--- src/rtl/scanline_irq_pkg.sv ---
package scanline_irq_pkg;
   typedef enum logic [1:0] {
      STEP_HOLD   = 2'd0,
      STEP_RELOAD = 2'd1,
      STEP_DEC    = 2'd2
   } step_e;

   function automatic int unsigned width_for(input int unsigned max_val);
      return (max_val < 2) ? 1 : $clog2(max_val + 1);
   endfunction
endpackage

--- src/rtl/sirq_a12_filter.sv ---
module sirq_a12_filter #(
   parameter int unsigned LOW_TICKS = 3,
   localparam int unsigned LW = scanline_irq_pkg::width_for(LOW_TICKS)
) (
   input  logic          clk,
   input  logic          rst_n,
   input  logic          cpu_tick_i,
   input  logic          a12_i,
   output logic          edge_o,
   output logic [LW-1:0] low_cnt_o
);
   logic a12_prev_q;
   logic rise;

   always_ff @(posedge clk) begin
      if (!rst_n) a12_prev_q <= 1'b1;
      else        a12_prev_q <= a12_i;
   end

   assign rise = a12_i & ~a12_prev_q;

   generate
      if (LOW_TICKS == 0) begin : g_nofilt
         assign edge_o    = rise;
         assign low_cnt_o = '0;
      end else begin : g_filt
         localparam logic [LW-1:0] SAT = LW'(LOW_TICKS);
         logic [LW-1:0] cnt_q;
         always_ff @(posedge clk) begin
            if (!rst_n)                       cnt_q <= '0;
            else if (a12_i)                   cnt_q <= '0;
            else if (cpu_tick_i && cnt_q != SAT) cnt_q <= cnt_q + 1'b1;
         end
         assign edge_o    = rise && (cnt_q == SAT);
         assign low_cnt_o = cnt_q;
      end
   endgenerate
endmodule

--- src/rtl/sirq_counter.sv ---
module sirq_counter #(
   parameter int unsigned RELOAD_VAL = 7
) (
   input  logic clk,
   input  logic rst_n,
   input  logic edge_i,
   input  logic arm_i,
   input  logic ack_i,
   output logic en_o,
   output logic irq_o
);
   import scanline_irq_pkg::*;
   localparam int unsigned CW = width_for(RELOAD_VAL);
   localparam logic [CW-1:0] RLD = CW'(RELOAD_VAL);

   generate
      if (RELOAD_VAL < 1) begin : g_bad_reload
         $error("sirq_counter: RELOAD_VAL must be at least 1");
      end
   endgenerate

   logic [CW-1:0] cnt_q, cnt_nxt;
   logic          reload_q, en_q, pend_q;
   step_e         step;
   logic          fire;

   always_comb begin
      if (!edge_i)                       step = STEP_HOLD;
      else if (cnt_q == '0 || reload_q)  step = STEP_RELOAD;
      else                               step = STEP_DEC;
      case (step)
         STEP_RELOAD: cnt_nxt = RLD;
         STEP_DEC:    cnt_nxt = cnt_q - 1'b1;
         default:     cnt_nxt = cnt_q;
      endcase
      fire = en_q && (cnt_nxt == '0) &&
             ((step == STEP_DEC && cnt_q == CW'(1)) || step == STEP_RELOAD);
   end

   always_ff @(posedge clk) begin
      if (!rst_n) begin
         cnt_q    <= '0;
         reload_q <= 1'b0;
         en_q     <= 1'b0;
         pend_q   <= 1'b0;
      end else if (ack_i) begin
         en_q   <= 1'b0;
         pend_q <= 1'b0;
      end else if (arm_i) begin
         cnt_q    <= '0;
         reload_q <= 1'b1;
         en_q     <= 1'b1;
      end else if (step != STEP_HOLD) begin
         cnt_q    <= cnt_nxt;
         reload_q <= 1'b0;
         if (fire) pend_q <= 1'b1;
      end
   end

   assign en_o  = en_q;
   assign irq_o = pend_q;
endmodule

--- src/rtl/scanline_irq_counter.sv ---
module scanline_irq_counter #(
   parameter int unsigned LOW_TICKS  = 3,
   parameter int unsigned RELOAD_VAL = 7
) (
   input  logic clk,
   input  logic rst_n,
   input  logic cpu_tick_i,
   input  logic a12_i,
   input  logic arm_wr_i,
   input  logic ack_wr_i,
   output logic irq_o
);
   localparam int unsigned LW = scanline_irq_pkg::width_for(LOW_TICKS);

   logic          qual_edge;
   logic [LW-1:0] low_cnt;
   logic          irq_en;

   sirq_a12_filter #(.LOW_TICKS(LOW_TICKS)) u_filter (
      .clk        (clk),
      .rst_n      (rst_n),
      .cpu_tick_i (cpu_tick_i),
      .a12_i      (a12_i),
      .edge_o     (qual_edge),
      .low_cnt_o  (low_cnt)
   );

   sirq_counter #(.RELOAD_VAL(RELOAD_VAL)) u_count (
      .clk    (clk),
      .rst_n  (rst_n),
      .edge_i (qual_edge),
      .arm_i  (arm_wr_i),
      .ack_i  (ack_wr_i),
      .en_o   (irq_en),
      .irq_o  (irq_o)
   );
endmodule

--- config.mk ---
export PLATFORM = sky130hd
export DESIGN_NAME = scanline_irq_counter
export DESIGN_NICKNAME = d
export VERILOG_FILES = /design/src/rtl/scanline_irq_pkg.sv /design/src/rtl/sirq_a12_filter.sv /design/src/rtl/sirq_counter.sv /design/src/rtl/scanline_irq_counter.sv
export SDC_FILE = /design/constraint.sdc
export NUM_CORES = 1
export LEC_CHECK = 0
export BUFFER_PORTS_ARGS = -buffer_cell sky130_fd_sc_hd__buf_4
export CAP_MARGIN = 20
export CORE_AREA = 2 2 39 41
export DETAILED_ROUTE_END_ITERATION = 6
export DIE_AREA = 0 0 41 43
export HOLD_SLACK_MARGIN = 0.12
export MAX_ROUTING_LAYER = met4
export PLACE_DENSITY = 0.58
export SYNTH_ARGS = -nofsm -noshare
export SYNTH_HDL_FRONTEND = slang
export SYNTH_SLANG_ARGS = --single-unit
--- constraint.sdc ---
create_clock -name clk -period 1.4 [get_ports clk]
set_input_delay 0.07 -clock clk [delete_from_list [all_inputs] [get_ports clk]]
set_output_delay 0.07 -clock clk [all_outputs]
set_load 0.02 [all_outputs]
# Yosys cells after proc, flatten, opt, wreduce, memory -nomap -nowiden
# Cells that the tools add are included.
[word_totals]
register_bits = 9
in_bits = 6
output_inout_bits = 1
[classes]
n_reduce_logical = 15
mux = 7
eq_ne = 5
bitwise = 5
add_sub_neg = 2
[op_table]
columns = ["op", "count"]
rows = [
  ["3-bit logical NOT", 2],
  ["3-bit 2-to-1 mux", 2],
  ["3-bit case mux with 2 select lines", 1],
  ["1-bit logical AND", 5],
  ["2-bit == test (second input constant)", 2],
  ["2-bit 2-to-1 mux", 2],
  ["1-bit inverter", 4],
  ["2-bit nonzero test", 2],
  ["2-bit OR reduction", 2],
  ["3-bit by 1-bit == test with 1-bit output (second input constant)", 1],
  ["3-bit AND reduction", 1],
  ["3-bit by 1-bit subtractor with 3-bit output (second input constant)", 1],
  ["2-bit by 1-bit adder with 2-bit output (second input constant)", 1],
  ["2-bit by 1-bit == test with 1-bit output (second input constant)", 1],
  ["1-bit logical OR", 2],
  ["1-bit 2-to-1 mux", 2],
  ["2-bit inequality test (second input constant)", 1],
  ["2-bit AND reduction", 1],
  ["1-bit AND", 1],
]

# Longest topological paths before layout
# Gate-level depths: netlist (run 1).
[depth]
word_depth = 10
depth_mapped = 5
depth_no_buf = 5

# Cells and area by module
# From an unflattened synthesis (run 1), not the netlist that was laid out.
[unflattened]
hier_cells = 46
area_unflattened_um2 = 446.7
[by_module_without_submodules]
columns = ["module", "instances", "area_per_inst_um2", "seq_area_each_um2", "cells_each"]
rows = [
  ["sirq_counter", 1, 320.3, 120.1, 34],
  ["sirq_a12_filter", 1, 126.4, 60.1, 12],
]

# Worst setup path after synthesis (run 1)
# No wires, ideal clock.
[synth_path]
path_kind = "register to register"
startpoint = "register u_count.cnt_q[0]"
endpoint = "register u_count.cnt_q[2]"
arrival_time_ns = 1.133
n_path_buf = 0
period_less_slack_ns = 1.248
required_ns = 1.285
setup_ns = 0.115
slack_ns = 0.152
stages_incl_launch_ff = 6
path_cell_list = "dfxtp_1 -> inv_1 -> ha_1 -> or3_1 -> a21oi_1 -> nor3_1"
[synth_via]
elab_chain_cells = 8
[synth_lines]
columns = ["item", "line", "rtl"]
rows = [
  ["from (decl)", "sirq_counter.sv:22", "logic [CW-1:0] cnt_q, cnt_nxt;"],
  ["from (signal assigned)", "sirq_counter.sv:54", "cnt_q <= cnt_nxt;"],
  ["3-bit logical NOT", "sirq_counter.sv:29", "else if (cnt_q == '0 || reload_q) step = STEP_RELOAD;"],
  ["1-bit logical OR", "sirq_counter.sv:29", ""],
  ["2-bit 2-to-1 mux", "sirq_counter.sv:29", ""],
  ["2-bit 2-to-1 mux", "sirq_counter.sv:28", "if (!edge_i) step = STEP_HOLD;"],
  ["2-bit == test / 2-bit by 1-bit == test with 1-bit output (equally long branches)", "sirq_counter.sv:31", "case (step)"],
  ["3-bit case mux with 2 select lines", "sirq_counter.sv:31", ""],
  ["3-bit 2-to-1 mux", "sirq_counter.sv:53", "end else if (step != STEP_HOLD) begin"],
  ["3-bit 2-to-1 mux", "sirq_counter.sv:49", "end else if (arm_i) begin"],
]
# Several ways; a longest one is shown, not always the timed one. The select of a mux whose other input is x is not followed.
# A chain may end at the register's enable or synchronous reset.

# Worst setup path after layout (run 1)
[layout_path]
startpoint = "input port a12_i"
endpoint = "register u_filter.a12_prev_q"
[layout_rtl]
columns = ["item", "line", "rtl"]
rows = [
  ["from (decl)", "scanline_irq_counter.sv:8", "input logic a12_i,"],
  ["to (signal assigned)", "sirq_a12_filter.sv:17", "else a12_prev_q <= a12_i;"],
  ["to (decl)", "sirq_a12_filter.sv:12", "logic a12_prev_q;"],
]
# No word-level cell between the ends.

==> summary.md, run 1 <==
| Metric | Value |
|---|---|
| Run status | finished clean |
| Period utilisation layout | 94.2% |
| HPWL after DPL | 653 µm |
| Drt first pass iters | 4 |
| Startpoint types | input port |
| Clock transition at path regs | 0.06 ns |
| Synth top area share | 38.5% |
| Cell Area, Synth | 468 µm² |
| Clock skew | 0.00158 ns |
| IO Pins | 7 |
| # fillers | 138 |
| Overall Global Routing Usage | 13.0% |
| Worst r2r dst | u_count.cnt_q[2] |
| Clk sink count | 9 |
| Reg2reg setup slack | 0.09 ns |
| Final Hold Vio Count | 0 |
| Post-synth EDFFs | 0 |
| Critical path cell sequence | dlygate4sd3_1 -> buf_4 -> nand2b_1 -> dlygate4sd3_1 |
| First-pass GRT wire length | 1420 µm |
| Vias in the first global route | 349 |
| Setup WS pre-CTS | 0.0690 ns |
| Die H | 43 µm |
| Initial core utilization | 33.8% |
| Worst hold path type | in -> reg |
| Input/output buffers | 6 |
| H-tree lvl count | 1 |
| Critical path's slowest cell | dlygate4sd3_1 |
| Mapped Nets | 59 |
| Final nets | 74 |
| RSZ-0062 raised after global routing | no |
| FF-to-FF path depth | 5 |
| Hold Path Cell Cnt | 3 |
| Async SR Flop Fraction | 0% |
| Initial DRC count | 6 |
| Core ar. | 1380 µm² |
| CTS tree | yes |
| Max-cap violations | 0 |
| Most common cell on crit path | dlygate4sd3_1 |
| Slew headroom | 85.1% |
| Synth area leader | dfxtp_1 |
| Reg2Reg Launch Point | u_count.cnt_q[1] |
| FF+latch count, synth | 9 |
| Largest net degree at the start of global routing | 8 |
| Initial antenna violation count | 0 |
| Fmax | 758 MHz |
| Via density | 4.97 |
| GP Congestion | 0.624 |
| Diode count | 0 |
| Routed WL per cell | 11.5 µm |
| Gate Count Post-Synth | 49 |
| Min-Delay Endpoint | u_count.reload_q |
| Final setup fails | 0 |
| Distinct cells, synth | 23 |
| CTS Buffer Depth | 2 |
| Pwr/cell area | 865 nW/µm² |
| Die Span X | 41 µm |
| Die ar. | 1760 µm² |
| TritonCTS buffer count | 3 |
| Final worst slack | 0.0807 ns |
| Crit path required time | 1.55 ns |
| Routed WL | 909 µm |
| Layout cells sized above 1 | 17.5% |
| Hold WS | 0.168 ns |
| Vias | 393 |
| Gr ovfl total | 0 |
| Hold path startpoint | ack_wr_i |
| Fin util | 43.4% |
| WP data arrival | 1.47 ns |
| Tot Pwr | 520 µW |
| Crit path largest cell delay | 0.56 ns |
| Top post-synthesis cells by count | dfxtp_1 (9), ha_1 (4), nand2b_1 (4), nor2_1 (4), nand2_1 (3) |
| Clk Latency, worst-skew pair | 0.26 ns |
| Synth area leaders | dfxtp_1 (39%), ha_1 (11%), nand2b_1 (5.3%) |
| Worst setup path category | in -> reg |
| Number of post-CTS setup repair buffers | 0 |
| Sequential element share of the synthesized area | 38.5% |
| Worst Tran Pin Value | 0.222 ns |
| Most numerous cell in the Yosys netlist | dfxtp_1 |
| Synth-to-Final Area Change | 28.3% |
| Syn avg cell area | 9.55 µm² |
| Worst setup EP type | register |
| Synth warnings | 0 |
| Top_reg_cell synth | dfxtp_1 |
| Cell Rows | 14 |
| Post-DRT Antenna Nets | 0 |
| Max VDD drop | 457 µV |
| Lkg Pwr | 0.000263 µW |
| Final Critical Period | 1.32 ns |
| Final-report max-slew violation count | 0 |
| Setup TNS | 0 ns |
| Drc violations | 0 |
| CP max FO | 3 |
| Clock Tree Root | clkbuf_4 |
where the power goes:
| group | internal, µW | leakage, µW | switching [µW] | total (µW) |
|---|---|---|---|---|
| registers | 263 | 0.0000739 | 4.57 | 267 |
| clock network | 110 | 0.0000150 | 94.7 | 205 |
| logic | 29.1 | 0.000174 | 18.2 | 47.4 |
cell families (layout without fill, tap and decap cells):
kind of cell	count (synthesis)	in the layout	synth area share (%)
AOI/OAI and AO/OA	6	6	8.56
xor gates and xnor gates	1	1	1.87
adders and majority gates	4	4	10.7
buffers and inverters	2	16	1.60
DFF	9	9	38.5
muxes	1	1	2.14
and+or+nand+nor	26	26	36.6
sequential cells by signal, summed over array words and instances, names as in the netlist:
signal,count
u_count.cnt_q,3
u_count.en_o,1
u_count.irq_o,1
u_count.reload_q,1
u_filter.a12_prev_q,1
u_filter.low_cnt_o,2
what timing repair did:
item / CTS / global route
hold buffers: 4 / 0
resized for setup: 0 / 1
endpoints found under the hold margin: 5 / 0
endpoints found under the setup margin: 0 / 2
layout by cell type, fill, tap and decap left out, drive strengths merged, types with 2 or more instances in the layout:
cell type,synthesis,final
nor2,4,4
nand2b,4,4
o21ai,2,2
buf,0,6
inv,2,2
nand2,3,3
nand4b,2,2
dfxtp,9,9
clkbuf,0,4
and4b,2,2
nor3,2,2
and3b,2,2
dlygate4sd3,0,4
ha,4,4
nor2b,2,2
worst max-delay path: cells and delay by family:
kind / cells / cell delay, ns
buffers and inverters: 3 / 1.24
AND/OR/NAND/NOR: 1 / 0.16
metal layers:
| layer | global-route usage, % | wire length, µm | vias up |
|---|---|---|---|
| li1 | - | - | 205 |
| met1 | 13.5 | 408 | 179 |
| met2 | 18.8 | 449 | 9 |
| met3 | 6.28 | 51 | 0 |
| met4 | 8.00 | 0 | 0 |
| met5 | - | 0 | - |
stage by stage:
step                      cells  instance area, µm²
after floorplan              49                 468
final                        79                 601
after CTS                    79                 599
after global routing         79                 601
after global placement       71                 533
after detailed placement     71                 533
final cells by class:
| class | count | area (µm²) | area share [%] |
|---|---|---|---|
| timing repair buffer | 10 | 85.1 | 14.2 |
| multi-input combinational | 38 | 280 | 46.7 |
| clock buffer | 4 | 26.3 | 4.38 |
| inverter | 2 | 7.51 | 1.25 |
| sequential | 9 | 181 | 30.2 |
| tap | 16 | 20.0 | 3.33 |
worst max path at each step:
stage / slack [ns] / to / cells past startpoint / startpoint
final: 0.08 / u_filter.a12_prev_q / 4 / a12_i
after floorplan: 0.15 / u_count.cnt_q[2] / 5 / u_count.cnt_q[0]
after detailed placement: 0.07 / u_count.cnt_q[2] / 5 / u_count.cnt_q[0]
after global placement: 0.11 / u_count.cnt_q[2] / 5 / u_count.cnt_q[0]
after global routing: 0.01 / u_count.cnt_q[2] / 5 / u_count.cnt_q[1]
after CTS: 0.05 / u_count.cnt_q[2] / 5 / u_count.cnt_q[0]
(Power assumes the default switching activity.)
==> run 2: changes to the inputs <==
--- a/config.mk
+++ b/config.mk
@@ -7,12 +7,13 @@
 export LEC_CHECK = 0
 export BUFFER_PORTS_ARGS = -buffer_cell sky130_fd_sc_hd__buf_4
 export CAP_MARGIN = 20
-export CORE_AREA = 2 2 39 41
+export CELL_PAD_IN_SITES_DETAIL_PLACEMENT = 1
+export CELL_PAD_IN_SITES_GLOBAL_PLACEMENT = 2
+export CORE_UTILIZATION = 31
 export DETAILED_ROUTE_END_ITERATION = 6
-export DIE_AREA = 0 0 41 43
 export HOLD_SLACK_MARGIN = 0.12
 export MAX_ROUTING_LAYER = met4
-export PLACE_DENSITY = 0.58
+export PLACE_DENSITY = 0.75
 export SYNTH_ARGS = -nofsm -noshare
 export SYNTH_HDL_FRONTEND = slang
 export SYNTH_SLANG_ARGS = --single-unit
==> run 2 against run 1 <==
  * Sequential power hardly changed
  * Via count is 5.6% higher
  * Die area is 5.3% lower
  * Clock skew hardly changed
  * Combinational power is 3% higher
  * Utilization is 1.4 points higher
  * Register-to-register slack hardly changed
  * Sequential share of layout area hardly changed
  * Global-route usage is 6.0 points higher
  * Flip-flop and latch count stayed put
  * First-iteration DRC count is 50% lower
==> summary.md, run 2 (synthesis gave the netlist of run 1 again) <==
| Metric | Value |
|---|---|
| Initial antenna violation count | 0 (unchanged) |
| Input/output buffers | 6 (unchanged) |
| Largest net degree at the start of global routing | 8 (unchanged) |
| Max VDD drop | 350 µV (-23%) |
| Tot Pwr | 532 µW (+2.4%) |
| Cell Rows | 13 (-1) |
| IO Pins | 7 (unchanged) |
| Cell family contributing the most delay on the critical path | buffers and inverters |
| RSZ-0062 raised after global routing | no |
| WP data arrival | 1.49 ns (+0.02 ns) |
| Setup TNS | 0 ns (unchanged) |
| Run status | finished clean |
| Clock share of power | 40.4% (+1.0 points) |
| Max-cap violations | 0 (unchanged) |
| Biggest register | u_count.cnt_q |
| Initial core utilization | 34.7% (+0.85 points) |
| Initial DRC count | 3 (-3) |
| Vias | 415 (+5.6%) |
| Final nets | 74 (unchanged) |
| Overall Global Routing Usage | 19.0% (+6.0 points) |
| Worst setup path category | in -> reg |
| Vias in the first global route | 434 (+24%) |
| Internal power | 402 µW (about the same) |
| # fillers | 163 (+18%) |
| Switching portion of total power | 24.4% (+1.8 points) |
| Clk sink count | 9 (unchanged) |
| Number of post-CTS setup repair buffers | 0 (unchanged) |
| Crit path largest cell delay | 0.57 ns (about the same) |
| Critical path cell sequence | dlygate4sd3_1 -> buf_4 -> nand2b_1 -> dlygate4sd3_1 |
| Diode count | 0 (unchanged) |
| Post-DRT Antenna Nets | 0 (unchanged) |
| Pwr/cell area | 880 nW/µm² (+1.8%) |
| Drt first pass iters | 4 (unchanged) |
| Clock Tree Root | clkbuf_4 |
| Clock transition at path regs | 0.07 ns (about the same) |
| Slew headroom | 84.9% (-0.22 points) |
| Largest register FFs | 3 (unchanged) |
| Worst setup EP type | register |
| Die H | 40.9 µm (-5.0%) |
| Most common cell on crit path | dlygate4sd3_1 |
| GP Congestion | 0.662 (+6.0%) |
| Die Span X | 40.9 µm (-0.37%) |
| Most common cell after layout, fill and taps aside | dfxtp_1 |
| Most frequent cells in the layout | dfxtp_1 (7), buf_4 (6) |
| Flop pwr share | 50.3% (-1.2 points) |
| Gr ovfl total | 0 (unchanged) |
| Worst hold path type | in -> reg |
| Worst Path Buf+Inv | 3 (unchanged) |
| Critical path's slowest cell | dlygate4sd3_1 |
| Startpoint types | input port |
| Fmax | 748 MHz (-1.3%) |
| Psw | 130 µW (+10%) |
| Final-report max-slew violation count | 0 (unchanged) |
| Clock skew | 0.00185 ns (+0.000273 ns) |
| CTS tree | yes |
| Period utilisation layout | 95.5% (+1.2 points) |
| Comb pwr share | 9.2% (about the same) |
| Clk Latency, worst-skew pair | 0.27 ns (about the same) |
| Drc violations | 0 (unchanged) |
| Routed WL | 1170 µm (+28%) |
| Hold WS | 0.155 ns (-0.0125 ns) |
| Worst Tran Pin Value | 0.226 ns (+0.00324 ns) |
| H-tree lvl count | 1 (unchanged) |
| Final Critical Period | 1.34 ns (+0.0171 ns) |
| Final setup fails | 0 (unchanged) |
| HPWL after DPL | 847 µm (+30%) |
| Lkg Pwr | 0.000264 µW (+0.65%) |
| Via density | 5.32 (+7.0%) |
| Die ar. | 1670 µm² (-5.3%) |
| Final Hold Vio Count | 0 (unchanged) |
| Layout cells sized above 1 | 20.6% (+3.2 points) |
| Core ar. | 1350 µm² (-2.4%) |
| CP max FO | 3 (unchanged) |
| Routed WL per cell | 14.9 µm (+30%) |
| TritonCTS buffer count | 3 (unchanged) |
| Synth-to-Final Area Change | 29.1% |
| Crit path required time | 1.55 ns (about the same) |
| First-pass GRT wire length | 1920 µm (+35%) |
| CTS Buffer Depth | 2 (unchanged) |
[run 2: cell counts in the layout (fill, tap and decap cells not counted)]
No cell type changed its count.
[run 2: per-layer routing]
metal  vias to the layer above  GRT usage (%)  part of all wire [%]
met5                         -              -                     0
met4                         0           15.0                  0.69
met3                         2           4.89                   2.6
met2                         6           32.8                    57
met1                       206           17.5                    40
li1                        201              -                     -
[run 2: final timing paths]
kind	to	slack, ns	depth (start not counted)	from
worst min-delay path	u_count.reload_q	0.16	3	ack_wr_i
worst max register to register	u_count.cnt_q[2]	0.08	5	u_count.cnt_q[0]
worst min register to register	u_count.irq_o	0.45	2	u_count.irq_o
worst max-delay path	u_filter.a12_prev_q	0.06	4	a12_i
[run 2: layout make-up]
cell class,instances,area [µm²],area share [%]
clock buffers,4,26.3,4.35
inverters,2,7.51,1.24
multi-input cells,38,284,47.0
flip-flops and latches,9,183,30.2
well taps,15,18.8,3.11
repair buffers,10,85.1,14.1
[run 2: stage by stage]
step                setup WS [ns]  std cells  utilization (%)  instance area (µm²)
detailed placement         0.0326         70             39.4                  532
global route              0.00253         78             44.8                  604
CTS                        0.0185         78             44.3                  598
global placement            0.128         70             39.4                  532
floorplan                   0.152         49                -                  468
finish                     0.0636         78             44.8                  604
[run 2: worst reg2reg max path, cell delays in order (launching register included)]
cell	delay [ns]
dfxtp_2	0.37
inv_1	0.07
ha_1	0.23
or3_1	0.37
a21oi_2	0.14
nor3_1	0.05
[run 2: power by group through the flow]
| stage | logic [µW] | clock network, µW | registers [µW] |
|---|---|---|---|
| 2_1_floorplan | 19.7 | 0 | 272 |
| 3_3_place_gp | 37.4 | 0 | 273 |
| 3_5_place_dp | 39.9 | 0 | 274 |
| 4_1_cts | 48.9 | 219 | 268 |
| 5_1_grt | 54.5 | 232 | 269 |
| 6_report | 49.0 | 215 | 268 |
[run 2: what timing repair did]
| action | 4_1_cts | 5_1_grt |
|---|---|---|
| endpoints found under the setup margin | 0 | 1 |
| resized for setup | 0 | 3 |
| hold buffers | 4 | 0 |
| endpoints found under the hold margin | 5 | 0 |
